[src/rtl/sgdma_pkg.sv]
package sgdma_pkg;

   typedef enum logic [2:0] {
      SQ_IDLE,
      SQ_FETCH,
      SQ_CHECK,
      SQ_READ,
      SQ_WRITE
   } seq_t;

   localparam logic [1:0] MODE_OFF = 2'd0;
   localparam logic [1:0] MODE_SG  = 2'd1;
   localparam logic [1:0] MODE_ONE = 2'd2;

   localparam logic [1:0] ACT_IDLE = 2'd0;
   localparam logic [1:0] ACT_DESC = 2'd1;
   localparam logic [1:0] ACT_WAIT = 2'd2;
   localparam logic [1:0] ACT_XFER = 2'd3;

   function automatic logic [1:0] act_of(seq_t s);
      case (s)
         SQ_FETCH:          act_of = ACT_DESC;
         SQ_CHECK:          act_of = ACT_WAIT;
         SQ_READ, SQ_WRITE: act_of = ACT_XFER;
         default:           act_of = ACT_IDLE;
      endcase
   endfunction

endpackage

[src/rtl/sgdma_desc_check.sv]
module sgdma_desc_check #(
   parameter int W           = 32,
   parameter int CNT_W       = 11,
   parameter bit LIMIT_CHECK = 1'b1
) (
   input  logic [W-1:0]     size_word,
   output logic             ok,
   output logic [1:0]       lg_bytes,
   output logic [CNT_W-1:0] count
);
   localparam int WSEL_LO   = 12;
   localparam int SMALL_LIM = 1023;

   logic       code_bad;
   logic       over_lim;
   logic [1:0] wcode;

   assign wcode = size_word[WSEL_LO+1:WSEL_LO];
   assign count = size_word[CNT_W-1:0];

   always_comb begin
      code_bad = 1'b0;
      case (wcode)
         2'd3:    lg_bytes = 2'd0;
         2'd2:    lg_bytes = 2'd1;
         2'd0:    lg_bytes = 2'd2;
         default: begin
            lg_bytes = 2'd0;
            code_bad = 1'b1;
         end
      endcase
   end

   generate
      if (CNT_W < 10 || CNT_W > 12) begin : g_bad_cnt
         $error("sgdma_desc_check: CNT_W must be 10..12");
      end
      if (W < 16) begin : g_bad_w
         $error("sgdma_desc_check: W must be at least 16");
      end
      if (LIMIT_CHECK) begin : g_limit
         assign over_lim = (lg_bytes != 2'd2) && (count > CNT_W'(SMALL_LIM));
      end else begin : g_nolimit
         assign over_lim = 1'b0;
      end
      if (CNT_W < 12) begin : g_pad
         wire unused_mid = ^size_word[11:CNT_W];
      end
   endgenerate

   wire unused_hi = ^size_word[W-1:WSEL_LO+2];

   assign ok = !code_bad && !over_lim && (count != '0);

endmodule

[src/rtl/sgdma_port_mux.sv]
module sgdma_port_mux
   import sgdma_pkg::*;
#(
   parameter int W = 32
) (
   input  seq_t         seq,
   input  logic [W-1:0] ptr,
   input  logic [1:0]   widx,
   input  logic [W-1:0] src,
   input  logic [W-1:0] dst,
   input  logic [1:0]   lg,
   input  logic [W-1:0] dbuf,
   output logic         req,
   output logic         wr,
   output logic [W-1:0] addr,
   output logic [1:0]   size,
   output logic [W-1:0] wdata
);
   always_comb begin
      req   = 1'b0;
      wr    = 1'b0;
      addr  = '0;
      size  = 2'd0;
      wdata = '0;
      case (seq)
         SQ_FETCH: begin
            req  = 1'b1;
            addr = ptr + W'({widx, 2'b00});
            size = 2'd2;
         end
         SQ_READ: begin
            req  = 1'b1;
            addr = src;
            size = lg;
         end
         SQ_WRITE: begin
            req   = 1'b1;
            wr    = 1'b1;
            addr  = dst;
            size  = lg;
            wdata = dbuf;
         end
         default: ;
      endcase
   end
endmodule

[src/rtl/sgdma_channel.sv]
module sgdma_channel
   import sgdma_pkg::*;
#(
   parameter int W           = 32,
   parameter int CNT_W       = 11,
   parameter int ALIGN_LG    = 4,
   parameter bit LIMIT_CHECK = 1'b1
) (
   input  logic         clk,
   input  logic         rst_n,
   input  logic [1:0]   cfg_mode,
   input  logic         cfg_dir,
   input  logic         cfg_kick,
   input  logic [W-1:0] reg_dev,
   input  logic [W-1:0] reg_mem,
   input  logic [W-1:0] reg_size,
   input  logic [W-1:0] reg_link,
   output logic         mem_req,
   output logic         mem_wr,
   output logic [W-1:0] mem_addr,
   output logic [1:0]   mem_size,
   output logic [W-1:0] mem_wdata,
   input  logic         mem_gnt,
   input  logic [W-1:0] mem_rdata,
   output logic [1:0]   act_state,
   output logic         irq,
   output logic         err
);
   localparam int LINK_FOLLOW = 1;
   localparam int LINK_IRQ    = 0;

   generate
      if (ALIGN_LG < 4 || ALIGN_LG >= W) begin : g_bad_align
         $error("sgdma_channel: ALIGN_LG must cover a four-word descriptor");
      end
   endgenerate

   seq_t             seq;
   logic [1:0]       widx;
   logic [W-1:0]     ptr, w_dev, w_mem, w_size, w_link, dbuf;
   logic [CNT_W-1:0] cnt;
   logic             dir_q, one_q, irq_q, err_q;

   logic             d_ok;
   logic [1:0]       d_lg;
   logic [CNT_W-1:0] d_count;
   logic [W-1:0]     src, dst, step;

   function automatic logic [W-1:0] align_ptr(logic [W-1:0] v);
      return {v[W-1:ALIGN_LG], {ALIGN_LG{1'b0}}};
   endfunction

   wire unused_link = ^{reg_link[ALIGN_LG-1:0], w_link[ALIGN_LG-1:2]};

   sgdma_desc_check #(.W(W), .CNT_W(CNT_W), .LIMIT_CHECK(LIMIT_CHECK)) i_check (
      .size_word (w_size),
      .ok        (d_ok),
      .lg_bytes  (d_lg),
      .count     (d_count)
   );

   assign src  = dir_q ? w_mem : w_dev;
   assign dst  = dir_q ? w_dev : w_mem;
   assign step = W'(1) << d_lg;

   sgdma_port_mux #(.W(W)) i_mux (
      .seq   (seq),
      .ptr   (ptr),
      .widx  (widx),
      .src   (src),
      .dst   (dst),
      .lg    (d_lg),
      .dbuf  (dbuf),
      .req   (mem_req),
      .wr    (mem_wr),
      .addr  (mem_addr),
      .size  (mem_size),
      .wdata (mem_wdata)
   );

   always_ff @(posedge clk or negedge rst_n) begin
      if (!rst_n) begin
         seq    <= SQ_IDLE;
         widx   <= 2'd0;
         ptr    <= '0;
         w_dev  <= '0;
         w_mem  <= '0;
         w_size <= '0;
         w_link <= '0;
         dbuf   <= '0;
         cnt    <= '0;
         dir_q  <= 1'b0;
         one_q  <= 1'b0;
         irq_q  <= 1'b0;
         err_q  <= 1'b0;
      end else begin
         irq_q <= 1'b0;
         if (seq != SQ_IDLE && cfg_mode == MODE_OFF) begin
            seq <= SQ_IDLE;
         end else begin
            case (seq)
               SQ_IDLE: begin
                  if (cfg_kick && cfg_mode == MODE_SG) begin
                     ptr   <= align_ptr(reg_link);
                     widx  <= 2'd0;
                     dir_q <= cfg_dir;
                     one_q <= 1'b0;
                     err_q <= 1'b0;
                     seq   <= SQ_FETCH;
                  end else if (cfg_kick && cfg_mode == MODE_ONE) begin
                     w_dev  <= reg_dev;
                     w_mem  <= reg_mem;
                     w_size <= reg_size;
                     w_link <= reg_link;
                     dir_q  <= cfg_dir;
                     one_q  <= 1'b1;
                     err_q  <= 1'b0;
                     seq    <= SQ_CHECK;
                  end
               end
               SQ_FETCH: begin
                  if (mem_gnt) begin
                     case (widx)
                        2'd0:    w_dev  <= mem_rdata;
                        2'd1:    w_mem  <= mem_rdata;
                        2'd2:    w_size <= mem_rdata;
                        default: w_link <= mem_rdata;
                     endcase
                     widx <= widx + 2'd1;
                     if (widx == 2'd3) seq <= SQ_CHECK;
                  end
               end
               SQ_CHECK: begin
                  if (!d_ok) begin
                     err_q <= 1'b1;
                     irq_q <= 1'b1;
                     seq   <= SQ_IDLE;
                  end else begin
                     cnt <= d_count;
                     seq <= SQ_READ;
                  end
               end
               SQ_READ: begin
                  if (mem_gnt) begin
                     dbuf <= mem_rdata;
                     seq  <= SQ_WRITE;
                  end
               end
               SQ_WRITE: begin
                  if (mem_gnt) begin
                     w_mem <= w_mem + step;
                     cnt   <= cnt - CNT_W'(1);
                     if (cnt == CNT_W'(1)) begin
                        irq_q <= w_link[LINK_IRQ];
                        if (!one_q && w_link[LINK_FOLLOW]) begin
                           ptr  <= align_ptr(w_link);
                           widx <= 2'd0;
                           seq  <= SQ_FETCH;
                        end else begin
                           seq <= SQ_IDLE;
                        end
                     end else begin
                        seq <= SQ_READ;
                     end
                  end
               end
               default: seq <= SQ_IDLE;
            endcase
         end
      end
   end

   assign act_state = act_of(seq);
   assign irq       = irq_q;
   assign err       = err_q;

endmodule

[config.mk]
export PLATFORM = sky130hd
export DESIGN_NAME = sgdma_channel
export DESIGN_NICKNAME = d
export VERILOG_FILES = /design/src/rtl/sgdma_pkg.sv /design/src/rtl/sgdma_desc_check.sv /design/src/rtl/sgdma_port_mux.sv /design/src/rtl/sgdma_channel.sv
export SDC_FILE = /design/constraint.sdc
export NUM_CORES = 1
export LEC_CHECK = 0
export ABC_AREA = 0
export BUFFER_PORTS_ARGS = -buffer_cell sky130_fd_sc_hd__clkbuf_2
export CORE_MARGIN = 2
export CORE_UTILIZATION = 40
export DETAILED_ROUTE_END_ITERATION = 6
export GPL_TIMING_DRIVEN = 1
export PLACE_DENSITY = 0.69
export RECOVER_POWER = 25
export SKIP_LAST_GASP = 1
export SYNTH_ARGS = -nofsm -noshare
export SYNTH_HDL_FRONTEND = slang
export SYNTH_SLANG_ARGS = --single-unit
[constraint.sdc]
create_clock -name clk -period 7.2 [get_ports clk]
set_clock_uncertainty 0.15 [all_clocks]
set_input_delay 0 -clock clk [delete_from_list [all_inputs] [get_ports clk]]
set_output_delay 0 -clock clk [all_outputs]
set_load 0.05 [all_outputs]
-- Yosys cells after proc, flatten, opt, wreduce, memory -nomap -nowiden
Index checks and enable logic that the tools add are counted.
- add/subtract/negate cells: 4
- $mul: 0
- divide/modulo/power cells: 0
- magnitude comparators: 1
- equal/unequal tests: 32
- shifts and indexed selects: 1
- mux-type cells: 68
- bitwise logic cells: 1
- reductions and logical operators: 36
- operators with widths (cell ; count):
    $mux 32 ; 20
    $pmux 32 s2 ; 3
    $pmux 32 s3 ; 2
    $mux 14 ; 4
    $add 32x32->32 ; 1
    $add 32x4->32 ; 1
    $shl 1x2->32 const A ; 1
    $ne 2x2->1 const B ; 14
    $pmux 14 s2 ; 1
    $mux 3 ; 8
    $reduce_and 6->1 ; 4
    $mux 11 ; 2
    $pmux 11 s2 ; 1
    $ne 3x3->1 const B ; 5
    $pmux 3 s5 ; 1
    $mux 1 ; 14
    $reduce_and 7->1 ; 2
    $mux 2 ; 6
    $pmux 2 s3 ; 2
    $eq 11x1->1 const B ; 1
    $gt 11x10->1 const B ; 1
    $reduce_bool 11->1 ; 1
    $sub 11x1->11 const B ; 1
    $eq 2x2->1 const B ; 5
    20 further kinds ; 42
- flip-flop bits (word level): 194
- bits in latches: 0
- memory bits (writable): 0
- ROM bits: 0
- input bits: 167
- memories kept: 0

-- Logic depth before layout (Yosys ltp)
- depth after elaboration: 10
- depth in mapped cells: 9
- mapped depth without buffers: 7

-- Modules after synthesis
Synthesis repeated with hierarchy kept, for this count alone.
- cells, all modules: 1423
- area total of the unflattened synthesis: 12695.9 um^2
- modules (own cells, without submodules) (module ; instances ; cells each ; area an instance (um^2) ; seq. area each (um^2)):
    sgdma_channel ; 1 ; 1188 ; 11159.5 ; 5154.9
    sgdma_port_mux ; 1 ; 216 ; 1395.1 ; 0.0
    sgdma_desc_check ; 1 ; 19 ; 141.4 ; 0.0

-- Worst setup path before layout
OpenSTA, ideal clock, no wires.
- kind: flip-flop to output port
- start: register seq[1]
- end: output port mem_addr[31]
- arrival time: 2667 ps
- required time: 7050 ps
- path slack: 4383 ps
- stages on the path, launching flop included: 9
- buffers on the path: 3
- cells stage by stage: dfrtp_1 buf_2 nor2_1 nand2_1 inv_2 buf_4 clkbuf_1 a221oi_1 o21ai_0
- longest elaborated chain between the ends: 2
- elaborated cells between the ends (all ways): 4
- classes of those cells: eq/ne: 3; mux: 1
- RTL lines (item ; RTL line ; source):
    start: declaration ; sgdma_channel.sv:38 ; seq_t seq;
    start signal: assignment ; sgdma_channel.sv:83 ; seq <= SQ_IDLE;
    start signal: assignment ; sgdma_channel.sv:99 ; seq <= SQ_IDLE;
    start signal: assignment ; sgdma_channel.sv:109 ; seq <= SQ_FETCH;
    $eq 3x3->1 (tied with other cells) ; sgdma_port_mux.sv:25 ; case (seq)
    $pmux 32 s3 (*) ; sgdma_port_mux.sv:25 ;
    end: declaration ; sgdma_channel.sv:20 ; output logic [W-1:0] mem_addr,
Mark *: on every way between the ends. The rest lies on a longest branch, timed or not.

-- Worst setup path in the final report
- start: register seq[0]
- end: output port mem_addr[3]
The elaborated chain is that of the path after synthesis.

==> impl_metrics.toml <==
[outcome]
status = "finished, violations left"
violations = "DRC"

[clock_network]
ctsResizeCount = 0
h-tree-depth = 4
cts_inserted_buffers = 17
clk_path_buf_depth = 2
clk_pin_slew_worst_paths_ps = 80
cts_tree = "built"
cts.sinks = 187
insertion_delay_ps = 440
cts-root-buf = "clkbuf_16"

[power]
finalPower_mw = 5.015
p_leak_nw = 6.412
ir_worst_vdd_uv = 198.2
power_density_nw_per_um2 = 350.7

[synthesis]
syn_area_um2 = 10570
ys_warn_count = 0
synthDistinctLibCells = 73
synth_edf_count = 0
avgSynthCellArea_um2 = 9.746
ys_seq_area_share_pct = 44.29
synth_nets = 1263
ys.flop_type = "dfrtp_1"
synthArstFlopShare_pct = 100.0
synth-seq-cells = 187
synth_cells = 1084

[die]
dieArea_um2 = 27730
core_area_um2 = 25980
die_w_um = 166.5
pin_count = 239
die_h_um = 166.5
start_util_pct = 40.66
num_rows = 59

[sta]
setup_slack_ps = 2860
relSlewSlack_pct = 15.83
rsz0062_at_grt = "no"
min_period_over_period_pct = 60.27
hold_viol = 0
fmax_mhz = 230.4
setup_viol = 0
finalSetupTns_ps = 0
worst_pin_slew_ps = 1260
fin_crit_ps = 4340
slew_viol_final = 0

[detailed_routing]
drt_iter0_drc = 1097
totalWireLength_um = 37830
wire_per_inst_um = 21.25
vias = 10710
first_pass_iters = 7
dr.max_layer_used = "met4"
wl_met3_um = 2816
routed_via_density = 6.019
drc_errors = 10
met1_length_um = 15410
antenna_left = 0
routed-wl-met2_um = 18420

[cells_and_area]
mostFrequentLayoutCell = "clkbuf_2"
layout_common_cells = "clkbuf_2 (214), dfrtp_1 (187), dlygate4sd3_1 (184)"
fill_cells = 2283
nNetsFinal = 1611
seq_area_um2 = 4679
diodes = 0
area_growth_pct = 35.37
finalNonFillerCells = 1780
drive_gt1_share_pct = 22.63
multiInputGateArea_um2 = 5365

[global_route]
grt_remaining_overflow = 0
globalRouteTotalUtil_pct = 26.87
antenna_found_initial = 0
grt_max_degree = 119
grt_pass1_wl_um = 59310
grt_pass1_vias = 10810

[placement]
dp_cells = 1564
io_buffers = 217
dp_hpwl_um = 23100
place_ws_ps = 3362
gp_congestion = 0.8801

[worst_setup_path]
start_kind = "register"
worstPathRequired_ps = 7050
crit_type = "reg2out"
path_max_fanout = 61
worstPathArrival_ps = 4190
end_kind = "output port"

[worst_hold_path]
hp-class = "in2async"

[flow_run]
cap_violations = 0
-- cell type report --
class                           count  area share (%)
Clock buffer                       18           3.071
Timing Repair Buffer              421           21.56
Tap cell                          335           2.931
Clock inverter                     14          0.9273
Inverter                           48           1.277
Sequential cell                   187           32.72
Multi-Input combinational cell    757           37.51
-- metal layers --
metal / vias up / global-route usage, %
li1: 4804 / -
met1: 5262 / 35.06
met2: 559 / 44.93
met3: 88 / 4.396
met4: 0 / 10.23
met5: - / 0
-- power breakdown --
group	total (mW)	internal [mW]	switching (mW)	leakage [nW]
logic	2.11	0.857	1.25	3.84
clock network	0.954	0.494	0.459	0.273
registers	1.95	1.53	0.418	2.30
total	5.02	2.89	2.13	6.41
-- cells by family after synthesis --
group                    Yosys count  synth area share, %
adder cells (fa/ha/maj)           12                1.492
AO/OA/AOI/OAI                    411                27.06
multiplexers                      98                9.699
buffers and inverters            140                5.554
AND/OR/NAND/NOR                  232                11.62
other                              1              0.03549
flip-flops                       187                44.29
XOR/XNOR                           3               0.2487
-- flip-flops by register name (all words and copies together), names as in the netlist --
name / cells
w_link: 30
cnt: 11
widx: 2
seq: 3
ptr: 28
w_size: 13
err: 1
w_dev: 32
irq: 1
one_q: 1
dbuf: 32
w_mem: 32
dir_q: 1
-- critical path, stage by stage (launching register included) --
cell,delay [ps]
dfrtp_1,740
nor2_1,200
nand2_2,110
buf_4,540
inv_4,450
mux2_2,690
a222oi_1,610
inv_1,100
clkbuf_2,260
-- final timing paths --
path                               startpoint          end  slack, ps  cells past startpoint
min in group clk                mem_rdata[28]     dbuf[28]        240                      3
worst max-delay path                   seq[0]  mem_addr[3]       2860                      8
max in group asynchronous               rst_n     w_mem[2]       5270                      3
worst max register to register         seq[0]     w_mem[8]       3080                      9
worst min register to register      w_dev[17]    w_dev[17]        330                      2
worst min-delay path                    rst_n     dbuf[19]        120                      2
-- repair_timing --
action | in CTS | in global routing
endpoints found under the hold margin | 289 | 0
setup buffers | 0 | 0
hold buffers | 184 | 0
-- synth_stat cells (all sizes together), types with 18 or more instances --
| cell | count | area [um2] |
|---|---|---|
| dfrtp | 187 | 4679 |
| a21oi | 92 | 464.2 |
| o21ai | 76 | 380.4 |
| nand2 | 65 | 244.0 |
| mux2i | 63 | 630.6 |
| a22oi | 61 | 457.9 |
| clkbuf | 54 | 202.7 |
| inv | 48 | 180.2 |
| o2bb2ai | 43 | 376.6 |
| and2 | 41 | 256.5 |
| buf | 38 | 203.9 |
| mux2 | 35 | 394.1 |
| nor2 | 35 | 131.4 |
| a222oi | 30 | 300.3 |
| nand3 | 18 | 95.09 |
-- stage by stage --
step	util, %	hold WS (ps)	instance area, um2
finish	55.04	116.7	14300
global placement	45.76	73.86	11890
global route	55.04	211.5	14300
floorplan	-	-445.6	10570
CTS	55.05	165.2	14310
detailed placement	45.76	69.55	11890
Power figures use the tool's default switching activity.
